$ cat src/rtl/lsea_pkg.sv
package lsea_pkg;

    localparam int unsigned LSEA_ADDR_W    = 32;
    localparam int unsigned LSEA_IMM_W     = 16;
    localparam int unsigned LSEA_ALIGN_LSB = 2;

    typedef enum logic [1:0] {
        AM_DISP     = 2'd0,
        AM_INDEX    = 2'd1,
        AM_UPDATE   = 2'd2,
        AM_INDIRECT = 2'd3
    } am_mode_e;

    typedef enum logic [1:0] {
        SQ_IDLE,
        SQ_READ_PTR,
        SQ_READ_DATA,
        SQ_DONE
    } sq_state_e;

    function automatic logic mode_is_single(input am_mode_e m);
        return m != AM_INDIRECT;
    endfunction

    function automatic logic mode_writes_base(input am_mode_e m);
        return m == AM_UPDATE;
    endfunction

endpackage

$ cat src/rtl/lsea_align_chk.sv
module lsea_align_chk #(
    parameter int unsigned ADDR_W    = lsea_pkg::LSEA_ADDR_W,
    parameter int unsigned ALIGN_LSB = lsea_pkg::LSEA_ALIGN_LSB
) (
    input  logic [ADDR_W-1:0] addr,
    output logic              mis
);
    generate
        if (ALIGN_LSB == 0) begin : g_byte
            logic unused_addr;
            assign unused_addr = ^addr;
            assign mis = 1'b0;
        end else begin : g_word
            logic unused_hi;
            assign unused_hi = ^addr[ADDR_W-1:ALIGN_LSB];
            assign mis = |addr[ALIGN_LSB-1:0];
        end
    endgenerate
endmodule

$ cat src/rtl/lsea_agen.sv
module lsea_agen
    import lsea_pkg::*;
#(
    parameter int unsigned ADDR_W = LSEA_ADDR_W,
    parameter int unsigned IMM_W  = LSEA_IMM_W
) (
    input  am_mode_e          mode,
    input  logic [ADDR_W-1:0] rs_val,
    input  logic [ADDR_W-1:0] rt_val,
    input  logic [IMM_W-1:0]  imm,
    output logic [ADDR_W-1:0] disp_sum,
    output logic [ADDR_W-1:0] sel_sum
);
    localparam int unsigned EXT_W = ADDR_W - IMM_W;

    logic [ADDR_W-1:0] imm_ext;
    logic [ADDR_W-1:0] addend;

    assign imm_ext  = {{EXT_W{imm[IMM_W-1]}}, imm};
    assign disp_sum = rs_val + imm_ext;

    always_comb begin
        addend = (mode == AM_INDEX) ? rt_val : imm_ext;
    end

    assign sel_sum = rs_val + addend;
endmodule

$ cat src/rtl/lsea_ind_seq.sv
module lsea_ind_seq
    import lsea_pkg::*;
#(
    parameter int unsigned ADDR_W = LSEA_ADDR_W
) (
    input  logic              clk,
    input  logic              rst,
    input  logic              launch,
    input  logic [ADDR_W-1:0] ptr_addr,
    input  logic              mem_ready,
    input  logic [ADDR_W-1:0] mem_rdata,
    output logic              mem_req,
    output logic [ADDR_W-1:0] mem_addr,
    output logic              finish,
    output logic [ADDR_W-1:0] final_ea,
    output logic              idle
);
    sq_state_e         st_q, st_d;
    logic [ADDR_W-1:0] fetch_q;
    logic [ADDR_W-1:0] ptr_q;

    always_comb begin
        st_d = st_q;
        unique case (st_q)
            SQ_IDLE:      if (launch)    st_d = SQ_READ_PTR;
            SQ_READ_PTR:  if (mem_ready) st_d = SQ_READ_DATA;
            SQ_READ_DATA: if (mem_ready) st_d = SQ_DONE;
            SQ_DONE:                     st_d = SQ_IDLE;
            default:                     st_d = SQ_IDLE;
        endcase
    end

    always_ff @(posedge clk) begin
        if (rst) begin
            st_q    <= SQ_IDLE;
            fetch_q <= '0;
            ptr_q   <= '0;
        end else begin
            st_q <= st_d;
            if (st_q == SQ_IDLE && launch)
                fetch_q <= ptr_addr;
            if (st_q == SQ_READ_PTR && mem_ready)
                ptr_q <= mem_rdata;
        end
    end

    always_comb begin
        unique case (st_q)
            SQ_READ_PTR:  mem_addr = fetch_q;
            SQ_READ_DATA: mem_addr = ptr_q;
            default:      mem_addr = '0;
        endcase
    end

    assign mem_req  = (st_q == SQ_READ_PTR) || (st_q == SQ_READ_DATA);
    assign finish   = (st_q == SQ_READ_DATA) && mem_ready;
    assign final_ea = ptr_q;
    assign idle     = (st_q == SQ_IDLE);

    AST_PTR_HOLD: assert property (@(posedge clk) disable iff (rst)
        (st_q == SQ_READ_PTR && !mem_ready) |=> (st_q == SQ_READ_PTR && $stable(mem_addr)));
    AST_PTR_FOLLOW: assert property (@(posedge clk) disable iff (rst)
        (st_q == SQ_READ_PTR && mem_ready) |=> (mem_req && mem_addr == $past(mem_rdata)));
    AST_DONE_SINGLE: assert property (@(posedge clk) disable iff (rst)
        (st_q == SQ_DONE) |=> (st_q == SQ_IDLE));
endmodule

$ cat src/rtl/lsea_unit.sv
module lsea_unit
    import lsea_pkg::*;
#(
    parameter int unsigned ADDR_W    = LSEA_ADDR_W,
    parameter int unsigned IMM_W     = LSEA_IMM_W,
    parameter int unsigned ALIGN_LSB = LSEA_ALIGN_LSB
) (
    input  logic              clk,
    input  logic              rst,
    input  logic              start,
    input  logic [1:0]        mode,
    input  logic [ADDR_W-1:0] rs_val,
    input  logic [ADDR_W-1:0] rt_val,
    input  logic [IMM_W-1:0]  imm,
    input  logic [ADDR_W-1:0] mem_rdata,
    input  logic              mem_ready,
    output logic [ADDR_W-1:0] mem_addr,
    output logic              mem_req,
    output logic [ADDR_W-1:0] ea,
    output logic [ADDR_W-1:0] wb_data,
    output logic              wb_en,
    output logic              done,
    output logic              misaligned
);
    localparam logic [ADDR_W-1:0] LOW_MASK = ADDR_W'((64'd1 << ALIGN_LSB) - 64'd1);

    am_mode_e          mode_e;
    logic [ADDR_W-1:0] disp_sum, sel_sum, ind_ea;
    logic              mis_sel, mis_ind;
    logic              seq_idle, seq_finish;
    logic              accept, take_single, launch;

    logic [ADDR_W-1:0] ea_q, wb_q;
    logic              done_q, wb_en_q, mis_q;

    assign mode_e = am_mode_e'(mode);

    lsea_agen #(.ADDR_W(ADDR_W), .IMM_W(IMM_W)) u_agen (
        .mode     (mode_e),
        .rs_val   (rs_val),
        .rt_val   (rt_val),
        .imm      (imm),
        .disp_sum (disp_sum),
        .sel_sum  (sel_sum)
    );

    lsea_align_chk #(.ADDR_W(ADDR_W), .ALIGN_LSB(ALIGN_LSB)) u_chk_sel (
        .addr (sel_sum),
        .mis  (mis_sel)
    );

    lsea_align_chk #(.ADDR_W(ADDR_W), .ALIGN_LSB(ALIGN_LSB)) u_chk_ind (
        .addr (ind_ea),
        .mis  (mis_ind)
    );

    lsea_ind_seq #(.ADDR_W(ADDR_W)) u_seq (
        .clk       (clk),
        .rst       (rst),
        .launch    (launch),
        .ptr_addr  (disp_sum),
        .mem_ready (mem_ready),
        .mem_rdata (mem_rdata),
        .mem_req   (mem_req),
        .mem_addr  (mem_addr),
        .finish    (seq_finish),
        .final_ea  (ind_ea),
        .idle      (seq_idle)
    );

    assign accept      = start && seq_idle;
    assign take_single = accept && mode_is_single(mode_e);
    assign launch      = accept && !mode_is_single(mode_e);

    always_ff @(posedge clk) begin
        if (rst) begin
            ea_q    <= '0;
            wb_q    <= '0;
            done_q  <= 1'b0;
            wb_en_q <= 1'b0;
            mis_q   <= 1'b0;
        end else begin
            done_q  <= 1'b0;
            wb_en_q <= 1'b0;
            mis_q   <= 1'b0;
            if (take_single) begin
                ea_q    <= sel_sum;
                done_q  <= 1'b1;
                mis_q   <= mis_sel;
                wb_en_q <= mode_writes_base(mode_e) && !mis_sel;
                if (mode_writes_base(mode_e))
                    wb_q <= disp_sum;
            end else if (seq_finish) begin
                ea_q   <= ind_ea;
                done_q <= 1'b1;
                mis_q  <= mis_ind;
            end
        end
    end

    assign ea         = ea_q;
    assign wb_data    = wb_q;
    assign wb_en      = wb_en_q;
    assign done       = done_q;
    assign misaligned = mis_q;

    AST_WB_WITH_DONE: assert property (@(posedge clk) disable iff (rst)
        wb_en |-> (done && wb_data == ea));
    AST_WB_ALIGNED: assert property (@(posedge clk) disable iff (rst)
        wb_en |-> !misaligned);
    AST_MIS_LOW_BITS: assert property (@(posedge clk) disable iff (rst)
        misaligned |-> (done && (ea & LOW_MASK) != '0));
    AST_INDEX_SUM: assert property (@(posedge clk) disable iff (rst)
        ($past(!rst) && $past(start && seq_idle && mode == 2'd1)) |-> (done && ea == $past(rs_val + rt_val)));
    AST_REQ_NOT_DONE: assert property (@(posedge clk) disable iff (rst)
        mem_req |-> !done);
    AST_BUSY_IGNORED: assert property (@(posedge clk) disable iff (rst)
        (start && !seq_idle && !seq_finish) |=> !wb_en);
endmodule

$ cat config.mk
export PLATFORM = sky130hd
export DESIGN_NAME = lsea_unit
export DESIGN_NICKNAME = d
export VERILOG_FILES = /design/src/rtl/lsea_pkg.sv /design/src/rtl/lsea_align_chk.sv /design/src/rtl/lsea_agen.sv /design/src/rtl/lsea_ind_seq.sv /design/src/rtl/lsea_unit.sv
export SDC_FILE = /design/constraint.sdc
export NUM_CORES = 1
export LEC_CHECK = 0
export ABC_AREA = 0
export BUFFER_PORTS_ARGS = -buffer_cell sky130_fd_sc_hd__buf_2
export CAP_MARGIN = 20
export CORE_ASPECT_RATIO = 1.4
export CORE_MARGIN = 3
export CORE_UTILIZATION = 34
export CTS_BUF_LIST = sky130_fd_sc_hd__clkbuf_4
export CTS_CLUSTER_SIZE = 16
export DETAILED_ROUTE_END_ITERATION = 8
export PLACE_DENSITY = 0.62
export SETUP_SLACK_MARGIN = 0.2
export SLEW_MARGIN = 10
export SYNTH_ARGS = -nofsm -noshare
export SYNTH_HDL_FRONTEND = slang
export SYNTH_HIERARCHICAL = 1
export SYNTH_SLANG_ARGS = --single-unit
$ cat constraint.sdc
create_clock -name clk -period 4.44 [get_ports clk]
set_clock_uncertainty 0.15 [all_clocks]
set_input_delay 0.444 -clock clk [delete_from_list [all_inputs] [get_ports clk]]
set_output_delay 0.444 -clock clk [all_outputs]
set_load 0.01 [all_outputs]
Word-level counts from Yosys, hierarchy flattened

Cells that the tools add are included.

$add $sub $neg: 2
Equal/unequal tests: 9
Multiplexer cells: 12
Bitwise gates (word level): 1
Reduce and logical (&&, ||, !) cells: 17

Operators by type and width:

| cell                                                                   | count |
|---|---|
| 32-bit 2-to-1 mux                                                      | 3 |
| 32-bit adder                                                           | 2 |
| 32-bit one-hot mux with 2 select lines                                 | 1 |
| 2-bit one-hot mux with 4 select lines                                  | 1 |
| 1-bit logical AND                                                      | 7 |
| 2-bit equality test (second input constant)                            | 3 |
| 2-bit 2-to-1 mux                                                       | 3 |
| 2-bit != test (second input constant)                                  | 3 |
| 2-bit OR reduction                                                     | 3 |
| 2-bit by 1-bit equality test with 1-bit output (second input constant) | 2 |
| 1-bit 2-to-1 mux                                                       | 4 |
| 3-bit AND reduction                                                    | 1 |
| 1-bit logical NOT                                                      | 2 |
| 2-bit logical NOT                                                      | 1 |
| 2-bit by 1-bit != test with 1-bit output (second input constant)       | 1 |
| 2-bit AND reduction                                                    | 1 |
| 2-bit nonzero test                                                     | 1 |
| 1-bit logical OR                                                       | 1 |
| 1-bit NOT                                                              | 1 |

Flip-flop bits (word level): 133
Input port bits: 118
Output and inout port bits: 100
Logic and storage cells: 49

Longest topological paths before layout

Gate-level depths: netlist of run 1.

Word-level depth: 6
Mapped depth: 17

Hierarchy

The synthesis of run 1 kept the hierarchy.

Modules (own cells, without submodules):

| module         | times used | cells an instance | area an instance (µm²) |
|---|---|---|---|
| lsea_agen      | 1          | 543               | 3787.4 |
| lsea_ind_seq   | 1          | 374               | 3072.9 |
| lsea_unit      | 1          | 300               | 2691.3 |
| lsea_align_chk | 2          | 1                 | 6.3 |

Worst setup path before layout of run 1

No wires, ideal clock.

Path kind: input port to flip-flop
Start point: input port mode[0]
End point: register ea_q[22], in the netlist ea[22]
Setup time: 0.086 ns
Arrival: 3.588 ns
Data required time: 4.204 ns
Slack: 0.617 ns
Cell stages on the path: 17
Path buffers: 3
Path through: nor2b_1 > clkbuf_1 > clkbuf_1 > mux2_2 > ha_1 > inv_1 > fa_1 > nand2b_1 > a211oi_1 > o21ai_1 > a21o_1 > and2_1 > clkbuf_1 > o31ai_1 > xor2_1 > nor3_1 > a211oi_1

Word-level cells in the longest chain between the ends: 4
Elaborated cells between the ends (all ways): 7
Classes of those cells: add/sub: 1; eq/ne: 2; mux: 2; reduce/logical: 2

RTL lines:

| item                                           | line            | source |
|---|---|---|
| start: declaration                             | lsea_unit.sv:11 | `input logic [1:0] mode,` |
| 2-bit by 1-bit equality test with 1-bit output | lsea_agen.sv:23 | `addend = (mode == AM_INDEX) ? rt_val : imm_ext;` |
| 32-bit 2-to-1 mux                              | lsea_agen.sv:23 |  |
| 32-bit adder                                   | lsea_agen.sv:26 | `assign sel_sum = rs_val + addend;` |
| net sel_sum[22]                                | lsea_unit.sv:28 | `logic [ADDR_W-1:0] disp_sum, sel_sum, ind_ea;` |
| 32-bit 2-to-1 mux                              | lsea_unit.sv:86 | `if (take_single) begin` |
| end signal: assignment                         | lsea_unit.sv:87 | `ea_q <= sel_sum;` |
| end signal: assignment                         | lsea_unit.sv:94 | `ea_q <= ind_ea;` |
| end: declaration                               | lsea_unit.sv:33 | `logic [ADDR_W-1:0] ea_q, wb_q;` |

The timed path passes the listed nets, and every way through them passes these cells.
A chain may end at the register's enable or synchronous reset.

Final worst setup path of run 1

Start point: input port mode[0]
End point: register ea_q[29], in the netlist ea[29]

Same word-level chain as after synthesis.

==> run summary, run 1 <==
Status: complete, no violations
Sw Share: 0.431
CP required: 4.75 ns
Global-route wire length before repair: 52,100 um
Register-to-Register Setup Slack: 1.84 ns
HPWL Detailed: 27,100 um
Worst-path fanout max: 22
Mapped Nets: 1,409
Placed Cells: 1,740
Initial Util: 0.346
R2r endpoint: u_seq/fetch_q[29]$_SDFFE_PP0P_
Num Clock Sinks: 133
Post-Synthesis Cells: 1,219
Layout fillers: 2,936
Post-route ant nets: 0
Drt pass-1 iters: 5
Vias in the first global route: 9,529
Final Cycle Share: 0.839
Crit end category: register
Final RePlAce weighted congestion: 0.954
Number of synthesized flops with an enable pin: 0
Core area: 27,700 um2
Synth top area share: 0.278
Final hold violation count: 0
#FFs+latches synth: 133
Clk slew on worst S/H paths: 0.15 ns
Min Tclk post-route: 3.72 ns
Post-cts repair resize count: 0
Detailed Route WL: 34,600 um
Power density over cell area: 362 nW/um2
Total vias in the final route: 9,790
Min-delay src: imm[0]
Combinational power share: 0.447
Die ar.: 30,200 um2
Fraction of layout cells with a size suffix above 1: 0.235
NetSw: 1.79 mW
Cell Count, Final, Fillers Out: 1,808
Worst hold path endpoint: wb_data[0]$_SDFFE_PP0P_
Asr flop ratio synth: 0
Place WS: 0.244 ns
Initial antenna violation count: 1
CTS Buf Count: 17
Row cnt: 72
# DRC: 0
Sequential area share after synthesis: 0.278
Area Overhead vs Synth: 19.9%
Post-synth top flop: dfxtp_1
Clk pwr share: 0.192
Arr. time, crit path: 4.04 ns
# IOs: 218
Syn Area/Cell: 7.85 um2
PnR worst setup slack: 0.716 ns
Syn Std Cell Area: 9560 um2
Maximum VDD drop: 0.210 mV
Max-Slew Margin vs Limit: 0.282
RSZ-0062 raised after global routing: no
P_int: 2.36 mW
Routed wire per std cell: 19.1 um
Port bufs: 217
Max Root-Sink Buffers: 2
H-tree lvl count: 4
Kind of critical path: input pin to register
Synth unique cells: 69
Cell taking the most area after synthesis: dfxtp_1
Yosys warns: 6
Worst slew pin tran: 1.08 ns
Fmax achieved: 269 MHz
Endpoints failing setup: 0
CTS tree: yes
Tot GR Track Use: 0.221
Die height: 204 um
Max-cap violation count: 0
Cells taking the most area after synthesis: dfxtp_1 28%, ha_1 9.2%, nand2_1 8.7%
Final Net Count: 1,614
Worst r2r src: u_seq/st_q[0]$_SDFFE_PP0P_
Clk_lat worst skew: 0.55 ns
Total power: 4.15 mW
Setup TNS: 0 ns
Via density: 5.41
Hold path depth: 4
Largest net degree at the start of global routing: 86
Max-slew violation count: 0
Startpoint Class: input pin
FF-to-FF path depth: 9
DR iter-0 viols: 746
Die W: 148 um
Total grt overflow: 0
Hold/Removal Path Class: input pin to register
Pleak: 4.75 nW
Seq pwr share: 0.361
CTS Root Cell: clkbuf_4
placed cells by master (no fill, tap or decap), drive strengths merged, types with 3 or more instances in the layout:
master	synthesis	routed
o31ai	3	3
o21a	6	6
a21oi	170	170
o21bai	7	7
clkinv	0	5
buf	51	234
and3	10	10
inv	22	29
nor2b	37	37
and2	7	7
dfxtp	133	133
a22oi	32	32
a211oi	38	38
nor3	48	48
nand2b	9	9
dlygate4sd3	0	33
a31oi	7	7
nand2	241	241
mux2	16	16
o21ai	41	41
ha	70	70
nor2	31	31
nand3	14	14
nand4	10	10
a21o	41	41
mux2i	34	34
xnor2	32	32
nand4b	3	3
xor2	22	22
o311ai	3	3
clkbuf	30	17
or3	4	4
o211ai	7	7
metrics by stage:
stage          utilization  hold WS [ns]  area [um2]
2_1_floorplan            -         0.286        9560
3_3_place_gp         0.391         0.291       10800
3_5_place_dp         0.391         0.296       10800
4_1_cts              0.413        0.0956       11400
5_1_grt              0.415        0.0951       11500
6_report             0.415         0.153       11500
timing repair:
action,in CTS,in global routing
setup buffers,0,0
hold buffers,33,0
hold endpoints to repair,33,0
layout make-up:
cell class / instances / area (um2) / share of cell area
diodes: 1 / 2.50 / 0.000218
clock buffers: 17 / 128 / 0.0111
flip-flops and latches: 133 / 2660 / 0.232
clock inverters: 15 / 145 / 0.0127
repair buffers: 267 / 1590 / 0.139
well taps: 370 / 463 / 0.0404
inverters: 22 / 82.6 / 0.00720
multi-input cells: 983 / 6390 / 0.557
worst max path at each step:
| stage | slack (ns) | depth (start not counted) | startpoint | to |
|---|---|---|---|---|
| floorplan | 0.62 | 17 | mode[0] | ea[22]$_SDFFE_PP0P_ |
| global placement | 0.32 | 15 | mode[0] | ea[29]$_SDFFE_PP0P_ |
| detailed placement | 0.24 | 15 | mode[0] | ea[29]$_SDFFE_PP0P_ |
| CTS | 0.82 | 15 | mode[0] | ea[29]$_SDFFE_PP0P_ |
| global route | 0.57 | 15 | mode[0] | ea[28]$_SDFFE_PP0P_ |
| finish | 0.72 | 15 | mode[0] | ea[29]$_SDFFE_PP0P_ |
power by group through the flow:
| stage | Clock [mW] | Sequential [mW] | Combinational [mW] |
|---|---|---|---|
| global route | 0.870 | 1.51 | 2.02 |
| floorplan | 0 | 1.51 | 1.23 |
| detailed placement | 0 | 1.52 | 1.80 |
| global placement | 0 | 1.52 | 1.79 |
| finish | 0.797 | 1.50 | 1.86 |
| CTS | 0.817 | 1.50 | 1.83 |
logic make-up (layout without fill, tap and decap cells):
kind of cell | count (synthesis) | count (layout) | share of synthesized area
and+or+nand+nor | 425 | 425 | 0.207
adders and majority gates | 72 | 72 | 0.0958
DFF | 133 | 133 | 0.278
buffers and inverters | 103 | 321 | 0.0539
muxes | 50 | 50 | 0.0548
AOI/OAI and AO/OA | 382 | 382 | 0.261
xor gates and xnor gates | 54 | 54 | 0.0495
other | 0 | 1 | 0
metal layers:
layer | GRT usage | vias up | wire [um] | part of all wire
met5 | 0 | - | 0 | 0
met4 | 0.0979 | 0 | 1500 | 0.043
met3 | 0.0322 | 77 | 1720 | 0.050
met2 | 0.423 | 354 | 18600 | 0.54
met1 | 0.237 | 4581 | 12800 | 0.37
li1 | - | 4778 | - | -
worst max-delay path: stages:
cell	delay (ns)
buf_2	0.11
nor2b_2	0.20
buf_4	0.23
buf_4	0.27
mux2_2	0.36
ha_1	0.39
o21ai_0	0.13
a21oi_1	0.24
and4_1	0.22
o21ai_1	0.08
a31oi_1	0.47
a31oi_1	0.20
xnor2_1	0.32
nor3_1	0.13
a211oi_1	0.23
sequential cells by signal, indices dropped and copies added (netlist names):
| signal | flops |
|---|---|
| done | 1 |
| wb_data | 32 |
| u_seq/fetch_q | 32 |
| ea | 32 |
| wb_en | 1 |
| misaligned | 1 |
| u_seq/st_q | 2 |
| u_seq/final_ea | 32 |
synth_stat cells, drive strengths merged (14+ instances only):
master	instances
nand2	241
clkbuf	30
mux2i	34
nor2	31
ha	70
xnor2	32
nor2b	37
a21oi	170
a21o	41
mux2	16
a211oi	38
buf	51
nand3	14
dfxtp	133
nor3	48
inv	22
xor2	22
o21ai	41
a22oi	32
Power figures use the tool's default switching activity.
==> inputs of run 2 (changes only) <==
clock period = 3.6 ns   (was 4.44 ns; I/O delays follow)
==> run summary, run 2 (synthesis results as in run 1) <==
Status: complete, no violations
Post-route ant nets: 0 (unchanged)
DR iter-0 viols: 625 (-16%)
Total vias in the final route: 9,881 (+0.93%)
CP max stage cell: mux2_2
Register-to-Register Setup Slack: 1.32 ns (-0.52 ns)
Top delay family on crit path: simple AND/OR/NAND/NOR gates
Core area: 27,700 um2 (unchanged)
Design area: 12,000 um2 (+4.6%)
Vias in the first global route: 9,808 (+2.9%)
Largest net degree at the start of global routing: 71 (-17%)
Min-delay src: mem_ready
Arr. time, crit path: 3.41 ns (-0.63 ns)
CP endpoint: ea[31]$_SDFFE_PP0P_
CP startpoint: mode[0]
Max-cap violation count: 0 (unchanged)
# IOs: 218 (unchanged)
Pleak: 5.08 nW (+7.0%)
Hold/Removal Path Class: input pin to register
Die ar.: 30,200 um2 (unchanged)
Place WS: -0.106 ns (-0.350 ns)
Worst-path fanout max: 14 (-36%)
Seq pwr share: 0.350 (-0.011)
Most frequent cells in the layout: 221 x nand2_1, 216 x buf_2, 140 x a21oi_1
Power density over cell area: 438 nW/um2 (+21%)
Combinational power share: 0.460 (+0.013)
Fraction of layout cells with a size suffix above 1: 0.272 (+0.0367)
Initial antenna violation count: 1 (unchanged)
NetSw: 2.16 mW (+21%)
Total grt overflow: 0 (unchanged)
Most common cell after layout, fill and taps aside: nand2_1
Clk pwr share: 0.190 (-0.002)
Startpoint Class: input pin
Sw Share: 0.411 (-0.0194)
Total power: 5.25 mW (+26%)
Clk_lat worst skew: 0.53 ns (-0.02 ns)
Die W: 148 um (unchanged)
Min Tclk post-route: 3.16 ns
Routed wl met2: 18,300 um (-1.5%)
Top layer in use: met4
RSZ-0062 raised after global routing: no
Routed wire per std cell: 18.3 um (-4.2%)
# DRC: 0 (unchanged)
Placed Instance Area: 11,400 um2 (+5.2%)
H-tree lvl count: 4 (unchanged)
CTS Buf Count: 17 (unchanged)
CP peak stage delay: 0.35 ns (-0.12 ns)
Final hold violation count: 0 (unchanged)
Port bufs: 217 (unchanged)
Post-cts repair resize count: 0 (unchanged)
Maximum VDD drop: 0.313 mV (+49%)
Fmax achieved: 317 MHz
Row cnt: 72 (unchanged)
Global-route wire length before repair: 52,100 um (about the same)
CP required: 3.85 ns (-0.90 ns)
R2r endpoint: ea[7]$_SDFFE_PP0P_
Final Cycle Share: 0.878
CP Cell Sequence: buf_2 -> nor2b_2 -> buf_12 -> buf_4 -> mux2_2 -> ha_1 -> nand2_1 -> nor4_1 -> o311ai_1 -> buf_4 -> a21oi_1 -> o21ai_1 -> o21ai_1 -> xnor2_1 -> nor3_1 -> a211oi_1
WL met3: 1720 um (-0.29%)
FF-to-FF path depth: 6 (-3)
Detailed Route WL: 34,400 um (-0.69%)
Area Overhead vs Synth: 25.4%
Kind of critical path: input pin to register
CTS tree: yes
Hold buffer count at cts: 33 (unchanged)
Metal-1 WL: 12,800 um (about the same)
Max Root-Sink Buffers: 2 (unchanged)
HPWL Detailed: 27,600 um (+1.9%)
Final core area utilization: 0.434 (+0.0190)
Num Clock Sinks: 133 (unchanged)
CTS Root Cell: clkbuf_4
Setup bufs post-CTS: 0 (unchanged)
Endpoints failing setup: 0 (unchanged)
Worst r2r src: u_seq/st_q[0]$_SDFFE_PP0P_
Final RePlAce weighted congestion: 0.917 (-3.9%)
Max-slew violation count: 0 (unchanged)
Initial Util: 0.346 (unchanged)
Max-Slew Margin vs Limit: 0.373 (+0.0917)
PnR worst setup slack: 0.441 ns (-0.276 ns)
Worst path bufs/invs: 4 (+1)
Final Net Count: 1,681 (+4.2%)
Worst slew pin tran: 0.940 ns (-0.138 ns)
Tot GR Track Use: 0.221 (+0.000553)
Drt pass-1 iters: 5 (unchanged)
Clk slew on worst S/H paths: 0.12 ns (-0.03 ns)
P_int: 3.09 mW (+31%)
Crit end category: register
Via density: 5.27 (-2.7%)
Die height: 204 um (unchanged)
CP Depth: 16 (+1)
==> run 2: cell types whose count changed in the layout (fill, tap and decap cells not counted), sizes merged <==
cell / change
clkinv: +5
buf: +67
bufinv: +1
inv: -7
clkbuf: +2
clkinvlp: -1
==> run 2: layout make-up <==
type / count / area (um2)
multi-input combinational: 983 / 6420
clock buffer: 19 / 143
timing repair buffer: 334 / 2090
inverter: 22 / 82.6
sequential: 133 / 2660
tap: 370 / 463
fill: 2880 / 15700
antenna: 1 / 2.50
clock inverter: 13 / 135
==> run 2: worst min path at each step <==
stage,endpoint,slack (ns),cells past startpoint
after detailed placement,wb_data[14]$_SDFFE_PP0P_,0.30,2
after floorplan,u_seq/fetch_q[0]$_SDFFE_PP0P_,0.29,2
after global placement,wb_data[12]$_SDFFE_PP0P_,0.29,2
after CTS,u_seq/st_q[0]$_SDFFE_PP0P_,0.02,3
final,u_seq/st_q[0]$_SDFFE_PP0P_,0.07,3
after global routing,u_seq/st_q[0]$_SDFFE_PP0P_,0.06,3
==> run 2: layer usage <==
| metal | global-route usage | up-vias |
|---|---|---|
| met4 | 0.108 | 0 |
| met1 | 0.236 | 4589 |
| met3 | 0.0311 | 73 |
| li1 | - | 4903 |
| met5 | 0 | - |
| met2 | 0.421 | 316 |
==> run 2: per-stage QoR <==
stage / TNS, ns / hold WS, ns / cells
floorplan: 0 / 0.286 / 1219
global placement: -0.0767 / 0.291 / 1809
global route: 0 / 0.0599 / 1875
finish: 0 / 0.0708 / 1875
detailed placement: -0.239 / 0.296 / 1809
CTS: 0 / 0.0205 / 1874
==> run 2: tightest hold or removal path, delay by kind of cell <==
| family | cells | cell delay, ns |
|---|---|---|
| AO/OA/AOI/OAI | 2 | 0.24 |
| buffers and inverters | 1 | 0.12 |
==> run 2: power groups by stage <==
stage | combinational, mW | clock (mW) | sequential [mW]
after global routing | 2.64 | 1.08 | 1.86
after global placement | 2.36 | 0 | 1.87
after floorplan | 1.53 | 0 | 1.86
after detailed placement | 2.38 | 0 | 1.87
after CTS | 2.42 | 1.02 | 1.84
final | 2.41 | 0.999 | 1.84
